### src/rtl/rsq_pkg.sv
package rsq_pkg;

  typedef enum logic [2:0] {
    STG_BROWN = 3'd0,
    STG_PWRUP = 3'd1,
    STG_OSCST = 3'd2,
    STG_PINW  = 3'd3,
    STG_RUN   = 3'd4
  } stage_e;

  localparam logic [1:0] OSC_LP = 2'd0;
  localparam logic [1:0] OSC_XT = 2'd1;
  localparam logic [1:0] OSC_HS = 2'd2;
  localparam logic [1:0] OSC_RC = 2'd3;

  // crystal-type modes need a start-up count
  function automatic logic osc_needs_startup(input logic [1:0] mode);
    return (mode == OSC_LP) || (mode == OSC_XT) || (mode == OSC_HS);
  endfunction

  // brown-out enable forces the power-up delay on
  function automatic logic pwrt_active(input logic pwrt_en, input logic bor_en);
    return pwrt_en | bor_en;
  endfunction

  // where the sequence goes once all timers are done
  function automatic stage_e release_stage(input logic pin_n);
    return pin_n ? STG_RUN : STG_PINW;
  endfunction

endpackage

### src/rtl/rsq_counter.sv
module rsq_counter #(
  parameter int LIMIT = 16
) (
  input  logic clk,
  input  logic arst,
  input  logic clr,
  input  logic inc,
  output logic done
);
  localparam int W = (LIMIT > 1) ? $clog2(LIMIT) : 1;
  localparam logic [W-1:0] LAST = W'(LIMIT - 1);

  logic [W-1:0] cnt;
  logic         at_last;

  assign at_last = (cnt == LAST);
  assign done    = inc & at_last & ~clr;

  always_ff @(posedge clk or posedge arst) begin
    if (arst)          cnt <= '0;
    else if (clr)      cnt <= '0;
    else if (inc)      cnt <= at_last ? '0 : cnt + 1'b1;
  end


  cnt_bound_chk: assert property (@(posedge clk) disable iff (arst)
    cnt <= LAST);


  done_wrap_chk: assert property (@(posedge clk) disable iff (arst)
    done |=> (cnt == '0));

endmodule

### src/rtl/rsq_fsm.sv
module rsq_fsm
  import rsq_pkg::*;
(
  input  logic       clk,
  input  logic       arst,
  input  logic       pwrt_en,
  input  logic       bor_en,
  input  logic [1:0] osc_mode,
  input  logic       vdd_low,
  input  logic       bor_trip,
  input  logic       pwrt_done,
  input  logic       ost_done,
  input  logic       ext_rst_n,
  input  logic       wake_req,
  output stage_e     stage,
  output logic       in_pwrt,
  output logic       in_ost
);
  stage_e nxt;
  logic   from_bor, nxt_bor;
  logic   need_ost;

  assign need_ost = osc_needs_startup(osc_mode);
  assign in_pwrt  = (stage == STG_PWRUP);
  assign in_ost   = (stage == STG_OSCST);

  always_comb begin
    nxt     = stage;
    nxt_bor = from_bor;
    unique case (stage)
      STG_BROWN: if (!vdd_low) nxt = STG_PWRUP;
      STG_PWRUP: begin
        if (bor_en && vdd_low) begin
          nxt     = STG_BROWN;
          nxt_bor = 1'b1;
        end else if (!pwrt_active(pwrt_en, bor_en) || pwrt_done) begin
          nxt = (!from_bor && need_ost) ? STG_OSCST : release_stage(ext_rst_n);
        end
      end
      STG_OSCST: if (ost_done) nxt = release_stage(ext_rst_n);
      STG_PINW:  if (ext_rst_n) nxt = STG_RUN;
      STG_RUN: begin
        if (!ext_rst_n) nxt = STG_PINW;
        else if (wake_req && need_ost) begin
          nxt     = STG_OSCST;
          nxt_bor = 1'b0;
        end
      end
      default:   nxt = STG_PWRUP;
    endcase
    if (bor_trip && stage != STG_PWRUP && stage != STG_BROWN) begin
      nxt     = STG_BROWN;
      nxt_bor = 1'b1;
    end
  end

  always_ff @(posedge clk or posedge arst) begin
    if (arst) begin
      stage    <= STG_PWRUP;
      from_bor <= 1'b0;
    end else begin
      stage    <= nxt;
      from_bor <= nxt_bor;
    end
  end


  brown_exit_chk: assert property (@(posedge clk) disable iff (arst)
    (stage == STG_BROWN && !vdd_low) |=> (stage == STG_PWRUP));


  pwrt_dip_chk: assert property (@(posedge clk) disable iff (arst)
    (stage == STG_PWRUP && bor_en && vdd_low) |=> (stage == STG_BROWN));


  bor_no_ost_chk: assert property (@(posedge clk) disable iff (arst)
    (stage == STG_PWRUP && from_bor) |=> (stage != STG_OSCST));


  pin_entry_chk: assert property (@(posedge clk) disable iff (arst)
    (stage == STG_RUN && !ext_rst_n && !bor_trip) |=> (stage == STG_PINW));


  pin_release_chk: assert property (@(posedge clk) disable iff (arst)
    (stage == STG_PINW && ext_rst_n && !bor_trip) |=> (stage == STG_RUN));


  ost_mode_chk: assert property (@(posedge clk) disable iff (arst)
    (stage != STG_OSCST && !bor_trip) ##1 (stage == STG_OSCST) |-> need_ost);

endmodule

### src/rtl/rst_seq_top.sv
module rst_seq_top
  import rsq_pkg::*;
#(
  parameter int PWRT_TICKS = 72,
  parameter int BOR_TICKS  = 2,
  parameter int OST_CYCLES = 1024
) (
  input  logic       osc_clk,
  input  logic       por_evt,
  input  logic       vdd_low,
  input  logic       slow_tick,
  input  logic       ext_rst_n,
  input  logic       wake_req,
  input  logic       cfg_pwrt_en,
  input  logic       cfg_bor_en,
  input  logic [1:0] cfg_osc_mode,
  output logic       chip_rst,
  output logic [2:0] stage_o
);
  stage_e stage;
  logic   in_pwrt, in_ost;
  logic   bor_trip, pwrt_done, ost_done;
  logic   bor_watch;

  assign bor_watch = vdd_low & cfg_bor_en;

  rsq_counter #(.LIMIT(BOR_TICKS)) u_bor_qual (
    .clk(osc_clk), .arst(por_evt), .clr(~bor_watch), .inc(slow_tick), .done(bor_trip)
  );

  rsq_counter #(.LIMIT(PWRT_TICKS)) u_pwrt (
    .clk(osc_clk), .arst(por_evt), .clr(~in_pwrt), .inc(slow_tick), .done(pwrt_done)
  );

  rsq_counter #(.LIMIT(OST_CYCLES)) u_ost (
    .clk(osc_clk), .arst(por_evt), .clr(~in_ost), .inc(1'b1), .done(ost_done)
  );

  rsq_fsm u_fsm (
    .clk(osc_clk), .arst(por_evt), .pwrt_en(cfg_pwrt_en), .bor_en(cfg_bor_en),
    .osc_mode(cfg_osc_mode), .vdd_low(vdd_low), .bor_trip(bor_trip),
    .pwrt_done(pwrt_done), .ost_done(ost_done), .ext_rst_n(ext_rst_n),
    .wake_req(wake_req), .stage(stage), .in_pwrt(in_pwrt), .in_ost(in_ost)
  );

  assign chip_rst = (stage != STG_RUN);
  assign stage_o  = stage;


  bor_trip_src_chk: assert property (@(posedge osc_clk) disable iff (por_evt)
    bor_trip |-> (vdd_low && cfg_bor_en && slow_tick));


  stage_legal_chk: assert property (@(posedge osc_clk) disable iff (por_evt)
    stage_o <= 3'd4);

endmodule

### config.mk
export PLATFORM = sky130hd
export DESIGN_NAME = rst_seq_top
export DESIGN_NICKNAME = d
export VERILOG_FILES = /design/src/rtl/rsq_pkg.sv /design/src/rtl/rsq_counter.sv /design/src/rtl/rsq_fsm.sv /design/src/rtl/rst_seq_top.sv
export SDC_FILE = /design/constraint.sdc
export NUM_CORES = 1
export LEC_CHECK = 0
export BUFFER_PORTS_ARGS = -buffer_cell sky130_fd_sc_hd__buf_2
export CAP_MARGIN = 20
export CORE_UTILIZATION = 40
export CTS_BUF_LIST = sky130_fd_sc_hd__clkbuf_8
export CTS_CLUSTER_SIZE = 10
export DETAILED_ROUTE_END_ITERATION = 6
export PLACE_DENSITY_LB_ADDON = 0.05
export SLEW_MARGIN = 15
export SYNTH_ARGS = -nofsm -noshare
export SYNTH_HDL_FRONTEND = slang
export SYNTH_SLANG_ARGS = --single-unit
### constraint.sdc
create_clock -name osc_clk -period 3.8 [get_ports osc_clk]
set_input_delay 0.19 -clock osc_clk [delete_from_list [all_inputs] [get_ports osc_clk]]
set_output_delay 0.19 -clock osc_clk [all_outputs]
set_load 0.03 [all_outputs]
==> results of run 1 <==
## where the power goes
part / leakage, nW / internal, W / switching, W
clock network: 0.0357 / 0.000141 / 0.0000789
logic: 0.282 / 0.000122 / 0.000171
registers: 0.297 / 0.000268 / 0.0000572
total: 0.615 / 0.000530 / 0.000307
## cells in the mapped netlist, drive strengths merged (2+ instances only)
master  instances
dfrtp          21
nand2          20
nor2           20
a21oi           9
xor2            7
nand3           6
o21ai           6
clkbuf          5
nand2b          5
inv             4
nand4           4
nor3            4
or3             4
nor2b           3
xnor2           3
and3            2
ha              2
nand3b          2
o22a            2
o22ai           2
o31ai           2
## routing by layer
metal	share of wire [%]	routed length, um
met2	44	1144
met3	4.2	109
met5	0	0
met1	51	1309
met4	0.74	19
## kinds of logic after synthesis
logic type,count (synthesis)
AOI/OAI and AO/OA,32
xor gates and xnor gates,10
adders and majority gates,2
buffers and inverters,10
DFF,22
muxes,1
and+or+nand+nor,74
## through the flow
stage	utilization [%]	area (um^2)	hold slack (ns)	setup slack (ns)
5_1_grt	47.89	1474	0.1484	1.566
2_1_floorplan	-	1306	0.1785	1.913
6_report	47.89	1474	0.08153	1.705
3_5_place_dp	45.57	1403	0.4109	1.714
4_1_cts	47.89	1474	0.1129	1.715
3_3_place_gp	45.57	1403	0.3940	1.807
## cells in the final DEF, fill, tap and decap left out, drive strengths merged, types with 2 or more instances in the layout
cell type	count
a21oi	9
and3	2
buf	13
clkbuf	3
dfrtp	21
ha	2
inv	4
nand2	20
nand2b	5
nand3	6
nand3b	2
nand4	4
nor2	20
nor2b	3
nor3	4
o21ai	6
o22a	2
o22ai	2
o31ai	2
or3	4
xnor2	3
xor2	7
## sequential cells by signal, summed over array words and instances (netlist names)
| signal | flops |
|---|---|
| u_bor_qual.at_last | 1 |
| u_fsm.from_bor | 1 |
| u_fsm.stage | 3 |
| u_ost.cnt | 10 |
| u_pwrt.cnt | 7 |
## final cells by class
cell class | instances | share of cell area, %
timing repair buffer | 13 | 4.414
tap | 44 | 3.735
sequential | 22 | 37.44
clock buffer | 3 | 2.801
inverter | 4 | 1.019
multi-input combinational | 119 | 48.56
clock inverter | 1 | 2.037
## critical path, stage by stage, from the launching register on
cell     delay (ns)
dfrtp_1        0.62
or3b_1         0.37
a21oi_1        0.09
a21oi_2        0.22
nand2_2        0.10
or3_1          0.36
a32o_1         0.27
## how the worst min path moves through the flow
| stage | startpoint | endpoint | slack [ns] | cells past startpoint |
|---|---|---|---|---|
| global route | por_evt | u_pwrt.cnt[5] | 0.15 | 2 |
| floorplan | por_evt | u_bor_qual.at_last | 0.18 | 1 |
| CTS | por_evt | u_pwrt.cnt[5] | 0.11 | 2 |
| detailed placement | por_evt | u_pwrt.cnt[5] | 0.41 | 2 |
| finish | por_evt | u_pwrt.cnt[5] | 0.08 | 2 |
| global placement | por_evt | u_pwrt.cnt[5] | 0.39 | 2 |
==> impl_metrics.toml, run 1 <==
[synth]
synth.area.mux_share_pct = 0.7663
synthAdderAreaFrac_pct = 1.916
ys_warn_count = 0
ys.flop_type = "dfrtp_1"
synth_simple_gate_area_share_pct = 28.74
ys_seq_elements = 22
synth_top_family_by_area = "simple AND/OR/NAND/NOR gates"
synth_compound_area_share_pct = 16.67
synth_cell_type_count = 42
ys_top_cells_by_area = "dfrtp_1, nor2_1, nand2_1"
syn_area_um2 = 1306
synth_largest_area_cell = "dfrtp_1"
syn_avg_cell_area_um2 = 8.651
synth_xor_area_share_pct = 6.705
async_reset_ff_share_pct = 100.0
synth_edf_count = 0
synth_cells = 151
syn_nets = 163
ys_seq_area_share_pct = 42.24
synth_top_area_share_pct = 40.23

[global_route]
grtUsageMet2_pct = 26.46
grt_use_total_pct = 17.15
grt.busiest_layer = "met2"
use_met1_pct = 24.10
grt-ovfl-total = 0
grt_antenna_before_repair = 0
grt_pass1_wl_mm = 4.526
grtUsageMet3_pct = 4.148
grt_pass1_vias = 998
grt_max_degree = 23

[clock_tree]
cts_buffers = 3
ctsResizeCount = 0
cts_buffer_depth = 2
worstSkewPairLatency_ns = 0.26
cts_hold_buf = 0
tritoncts = "done"
clockRootBuffer = "clkbuf_8"
cts.sinks = 22
postCtsSetupRepairBufs = 0
clk_pin_slew_worst_paths_ns = 0.08
ctsHtreeMaxLevel = 1

[sta]
worstMarginPinSlew_ns = 0.8347
final_max_slew_viol_count = 0
fin_crit_sh_pct = 55.12
finalSetupTns_ns = 0
final-hold-violation-count = 0
clock_skew_ns = 0.001114
rsz0062_at_grt = "no"
clock.fmax_mhz = 477.4
setup_violations = 0
slew_headroom_pct = 44.29
period_needed_ns = 2.095

[drt]
wl_mm = 2.582
routedWlPerCell_um = 12.53
ant_nets = 0
drt_iter0_drc = 48
first_pass_iters = 4
viasPerCell = 5.286
drc = 0
vias = 1089

[worst_setup_path]
worst_ep_required_time_ns = 4.00
crit_end = "u_fsm.stage[0]"
crit_path_max_fanout = 16
crit_type = "flip-flop to flip-flop"
crit_arrival_ns = 2.29
r2r_slack_ns = 1.71
endpoint_kind = "flip-flop"
cp-startpoint = "u_fsm.stage[1]"
timing.rr.start = "u_fsm.stage[1]"
start_kind = "flip-flop"
r2r_end = "u_fsm.stage[0]"
ff2ff_path_depth = 6

[floorplan]
die_area_um2 = 3498
die_h_um = 59.15
design.core.area_um2 = 3078
pin_count = 14
die_x_um = 59.15
rows = 20
initial_core_util_pct = 42.44

[final_layout]
num-nets-final = 175
nFillCells = 302
drive_gt1_share_pct = 14.20
final_cells = 206
multiInputGateArea_um2 = 715.7
regArea_um2 = 551.8
diodes = 0
synthToLayoutAreaGrowth_pct = 12.83

[flow_run]
drv_cap = 0

[placed_design]
placed_cells = 202
io_buffers = 13
dp_hpwl_mm = 1.905
place_congestion = 0.8449

[min_path]
min_path_type = "input pin to asynchronous set/reset pin"

[power]
total_power_w = 0.0008376
power.leakage_nw = 0.6147
ir_drop_mv = 0.3384
power_density_nw_per_um2 = 568.3

[run_status]
status = "finished clean"
(Power assumes the default switching activity.)
==> run 2: changes to the inputs <==
- ABC_AREA: default -> 1
- clock period: 3.8 -> 2.13 ns (I/O delays scaled with it)
==> impl_metrics.toml, run 2 <==
[run_status]
status = "finished clean"

[clock_tree]
cts_hold_buf = 0
cts.sinks = 22
clk_pin_slew_worst_paths_ns = 0.08
ctsResizeCount = 0
clockRootBuffer = "clkbuf_8"
cts_buffers = 3
ctsHtreeMaxLevel = 1
postCtsSetupRepairBufs = 0
worstSkewPairLatency_ns = 0.26
tritoncts = "done"
cts_buffer_depth = 2

[final_layout]
largest-register = "u_ost.cnt"
nFillCells = 343
diodes = 0
final_cells = 232
num-nets-final = 201
final_common_cell = "nand2_1"
synthToLayoutAreaGrowth_pct = 12.51
layout_top_registers = "u_ost.cnt (10), u_pwrt.cnt (7), u_fsm.stage (3)"
largest_reg_flops = 10
final_util_pct = 47.86
drive_gt1_share_pct = 19.68
final_cell_mix = "nand2_1, nor2_1, dfrtp_1, nand3_1, buf_2"

[sta]
slew_headroom_pct = 43.32
worstMarginPinSlew_ns = 0.8492
final-hold-violation-count = 0
whs_ns = 0.007149
period_needed_ns = 1.606
setup_violations = 0
finalSetupTns_ns = 0
fin_crit_sh_pct = 75.39
rsz0062_at_grt = "no"
clock.fmax_mhz = 622.8
clock_skew_ns = 0.004776
final_max_slew_viol_count = 0

[drt]
viasPerCell = 5.009
top_layer_used = "met4"
drt_iter0_drc = 48
wl_met3_um = 98
vias = 1162
wl_mm = 2.634
met2WireLength_mm = 1.271
m1WireLength_mm = 1.238
drc = 0
routedWlPerCell_um = 11.35
first_pass_iters = 4
ant_nets = 0

[worst_setup_path]
endpoint_kind = "flip-flop"
crit_arrival_ns = 1.76
crit_type = "flip-flop to flip-flop"
cp_cell_sequence = "ha_1 -> nand2_1 -> nor2_1 -> nand3b_1 -> nand2_1 -> nand2_2 -> nor2_4 -> nand2_2 -> nand2_1 -> nand2_1"
cp.depth = 10
start_kind = "flip-flop"
critPathMaxStageDelay_ns = 0.37
cp_slowest_cell = "dfrtp_1"
critPathTopFamily = "simple AND/OR/NAND/NOR gates"
ff2ff_path_depth = 10
crit_path_max_fanout = 5
worst_ep_required_time_ns = 2.28
cp_common_cell = "nand2_1"
crit_buf_inv = 0

[min_path]
min_path_type = "input pin to asynchronous set/reset pin"

[floorplan]
die_area_um2 = 3534
die_x_um = 59.45
pin_count = 14
initial_core_util_pct = 42.54
rows = 20
die_h_um = 59.45
design.core.area_um2 = 3103

[placed_design]
placed_cells = 228
place_congestion = 0.8624
io_buffers = 13
dp_hpwl_mm = 2.073

[synth]
ys_warn_count = 0
ys.flop_type = "dfrtp_1"
synth_cell_type_count = 26
synth_largest_area_cell = "dfrtp_1"
syn_nets = 183
ys_top_cells_by_area = "dfrtp_1, nand2_1, nand3_1"
synth_edf_count = 0
async_reset_ff_share_pct = 100.0
synth.most_common_cell = "nand2_1"
ys_seq_area_share_pct = 41.80
syn_area_um2 = 1320
synth_cells = 171
syn_avg_cell_area_um2 = 7.719
ys_seq_elements = 22
synth_top_area_share_pct = 39.81
synthTopCellsByCount = "nand2_1, nor2_1, dfrtp_1, nand3_1, inv_1"

[power]
power.leakage_nw = 0.6973
switchingPower_w = 0.0006733
internal_power_w = 0.0008401
power_density_nw_per_um2 = 1019
ir_drop_mv = 0.5857
netSwitchingFraction_pct = 44.49
total_power_w = 0.001513
combPwrFrac_pct = 45.2
pwr-share-clk_pct = 17.2
seqPwrFrac_pct = 37.6

[global_route]
grt_use_total_pct = 17.92
grt_pass1_wl_mm = 4.692
grt-ovfl-total = 0
grt_antenna_before_repair = 0
grt_pass1_vias = 1109
grt_max_degree = 23

[flow_run]
drv_cap = 0
run 2: area by class of cell:
class	count	area [um^2]	area share [%]
multi-input cells	135	715.7	48.19
flip-flops and latches	22	551.8	37.15
repair buffers	13	65.06	4.381
well taps	44	55.05	3.707
inverters	14	52.55	3.538
clock buffers	3	41.29	2.780
clock inverters	1	3.754	0.2527
run 2: cells by family after synthesis:
logic type | count (synthesis) | synth area share, %
compound gates | 19 | 8.151
xor+xnor | 7 | 4.645
fa+ha+maj | 2 | 1.895
buf+inv | 14 | 3.981
flops | 22 | 41.80
simple gates | 107 | 39.53
run 2: metrics by stage:
step / setup slack [ns] / cell area, um^2
2_1_floorplan: 0.5056 / 1320
3_3_place_gp: 0.6082 / 1440
3_5_place_dp: 0.5512 / 1440
4_1_cts: 0.5230 / 1485
5_1_grt: 0.3420 / 1485
6_report: 0.5243 / 1485
run 2: per-layer routing:
| metal | vias up | track usage [%] |
|---|---|---|
| met1 | 546 | 22.70 |
| li1 | 590 | - |
| met3 | 2 | 2.838 |
| met4 | 0 | 7.823 |
| met5 | - | 0 |
| met2 | 24 | 30.02 |
run 2: final timing paths:
check	to	slack (ns)	start
worst max register to register	u_fsm.stage[1]	0.52	u_ost.cnt[0]
worst min register to register	u_ost.cnt[0]	0.47	u_ost.cnt[0]
worst min-delay path	u_pwrt.cnt[6]	0.007	por_evt
max in group asynchronous	u_ost.cnt[0]	1.60	por_evt
min in group osc_clk	u_bor_qual.at_last	0.11	slow_tick
worst max-delay path	u_fsm.stage[1]	0.52	u_ost.cnt[0]
run 2: power by group through the flow:
stage / sequential, W / combinational, W / clock [W]
floorplan: 0.000612 / 0.000495 / 0
global placement: 0.000573 / 0.000690 / 0
detailed placement: 0.000576 / 0.000694 / 0
CTS: 0.000567 / 0.000697 / 0.000273
global route: 0.000580 / 0.000782 / 0.000284
finish: 0.000569 / 0.000684 / 0.000260
==> run 3: changes to the inputs <==
- ABC_AREA: 1 -> 0
- clock period: 2.13 -> 1.4 ns (I/O delays scaled with it)
==> impl_metrics.toml, run 3 (synthesis gave the netlist of run 1 again) <==
[final_layout]
final_util_pct = 62.48
multiInputGateArea_um2 = 817.0
final_cells = 248
layout_top_registers = "u_ost.cnt (10), u_pwrt.cnt (7), u_fsm.stage (3)"
num-nets-final = 217
largest_reg_flops = 10
largest-register = "u_ost.cnt"
final_common_cell = "buf_4"
final_cell_mix = "buf_4, dfrtp_1, nand2_1, nor2_1, buf_2"
diodes = 0
nFillCells = 286
drive_gt1_share_pct = 41.67
synthToLayoutAreaGrowth_pct = 47.22
regArea_um2 = 553.0

[min_path]
min_path_type = "input pin to flip-flop"

[placed_design]
io_buffers = 13
place_congestion = 0.8450
dp_hpwl_mm = 2.311
placed_cells = 234

[global_route]
grt_use_total_pct = 20.61
grt_pass1_vias = 1265
grt_antenna_before_repair = 0
grt_max_degree = 14
grt_pass1_wl_mm = 5.409
grt-ovfl-total = 0

[worst_setup_path]
endpoint_kind = "flip-flop"
worst_ep_required_time_ns = 1.60
crit_path_max_fanout = 3
crit_arrival_ns = 2.06
crit_type = "flip-flop to flip-flop"
start_kind = "flip-flop"

[flow_run]
drv_cap = 0

[drt]
viasPerCell = 5.218
first_pass_iters = 4
drt_iter0_drc = 51
wl_mm = 3.248
ant_nets = 0
routedWlPerCell_um = 13.10
vias = 1294
drc = 0

[sta]
fin_crit_sh_pct = 132.6
slew_headroom_pct = 78.66
final-hold-violation-count = 0
rsz0062_at_grt = "yes"
layout_setup_ws_ns = -0.4564
worstMarginPinSlew_ns = 0.3197
clock_skew_ns = 0.001775
period_needed_ns = 1.856
setup_violations = 10
clock.fmax_mhz = 538.7
final_max_slew_viol_count = 0
finalSetupTns_ns = -1.399

[floorplan]
initial_core_util_pct = 42.44
die_h_um = 59.15
pin_count = 14
rows = 20
die_x_um = 59.15
design.core.area_um2 = 3078
die_area_um2 = 3498

[clock_tree]
tritoncts = "done"
worstSkewPairLatency_ns = 0.27
cts_buffers = 3
clockRootBuffer = "clkbuf_8"
cts_buffer_depth = 2
cts.sinks = 22
ctsHtreeMaxLevel = 1
clk_pin_slew_worst_paths_ns = 0.08

[power]
total_power_w = 0.002927
ir_drop_mv = 0.9320
power.leakage_nw = 0.8469
power_density_nw_per_um2 = 1522

[run_status]
status = "complete, but fails checks"
failed_checks = "negative setup slack"
-- run 3: cell count changes in the layout (fill, tap and decap cells not counted), sizes merged, moves of 5 or more --
cell    change
nand2b      +5
inv        -11
nand3      -15
nor2       -12
nand2      -25
buf        +41
-- run 3: worst max-delay path, cell delays in order (launching register included) --
cell and delay, ns:
dfrtp_1 0.40, nor4b_2 0.33, nand4_1 0.17, a21oi_2 0.25, nand2_2 0.08, or3_1 0.34
a32o_1 0.22
-- run 3: metrics by stage --
stage / hold slack [ns] / area, um^2 / setup slack (ns)
6_report: 0.1303 / 1923 / -0.4564
5_1_grt: 0.1441 / 1923 / -0.5706
4_1_cts: 0.1241 / 1848 / -0.4398
3_5_place_dp: 0.02995 / 1650 / -0.4244
3_3_place_gp: 0.02156 / 1650 / -0.4090
2_1_floorplan: 0.05848 / 1320 / -0.4855
-- run 3: final timing paths --
kind,endpoint,depth (start not counted),slack [ns],start
min in group asynchronous,u_pwrt.cnt[1],3,0.28,por_evt
hold reg to reg,u_fsm.from_bor,1,0.53,u_fsm.from_bor
hold / removal,u_fsm.stage[2],3,0.13,ext_rst_n
max in group asynchronous,u_fsm.stage[0],4,0.60,por_evt
setup / recovery,u_fsm.stage[0],6,-0.46,u_pwrt.cnt[4]
setup reg to reg,u_fsm.stage[0],6,-0.46,u_pwrt.cnt[4]
-- run 3: routing by layer --
layer,wire length (um),vias to the layer above,part of all wire [%],global-route usage (%)
met3,82,4,2.5,3.057
li1,-,642,-,-
met5,0,-,0,0
met1,1512,626,47,26.06
met4,40,0,1.2,7.483
met2,1612,22,50,35.55
-- run 3: layout make-up --
cell class                 instances  area share, %
multi-input combinational        119          42.49
clock buffer                       3          2.147
tap                               44          2.863
clock inverter                     1          1.561
timing repair buffer              55          21.41
sequential                        22          28.76
inverter                           4         0.7807
-- run 3: power by group --
part	internal [W]	switching, W	total, W
sequential	0.000727	0.0000770	0.000804
clock	0.000382	0.000218	0.000601
combinational	0.000781	0.000741	0.00152
-- run 3: what timing repair did --
action / in CTS / in global routing
endpoints found under the hold margin: 6 / 0
resized for setup: 13 / 22
hold buffers: 1 / 0
buffers inserted: 8 / 3
endpoints found under the setup margin: 11 / 15
pin swaps: 10 / 10
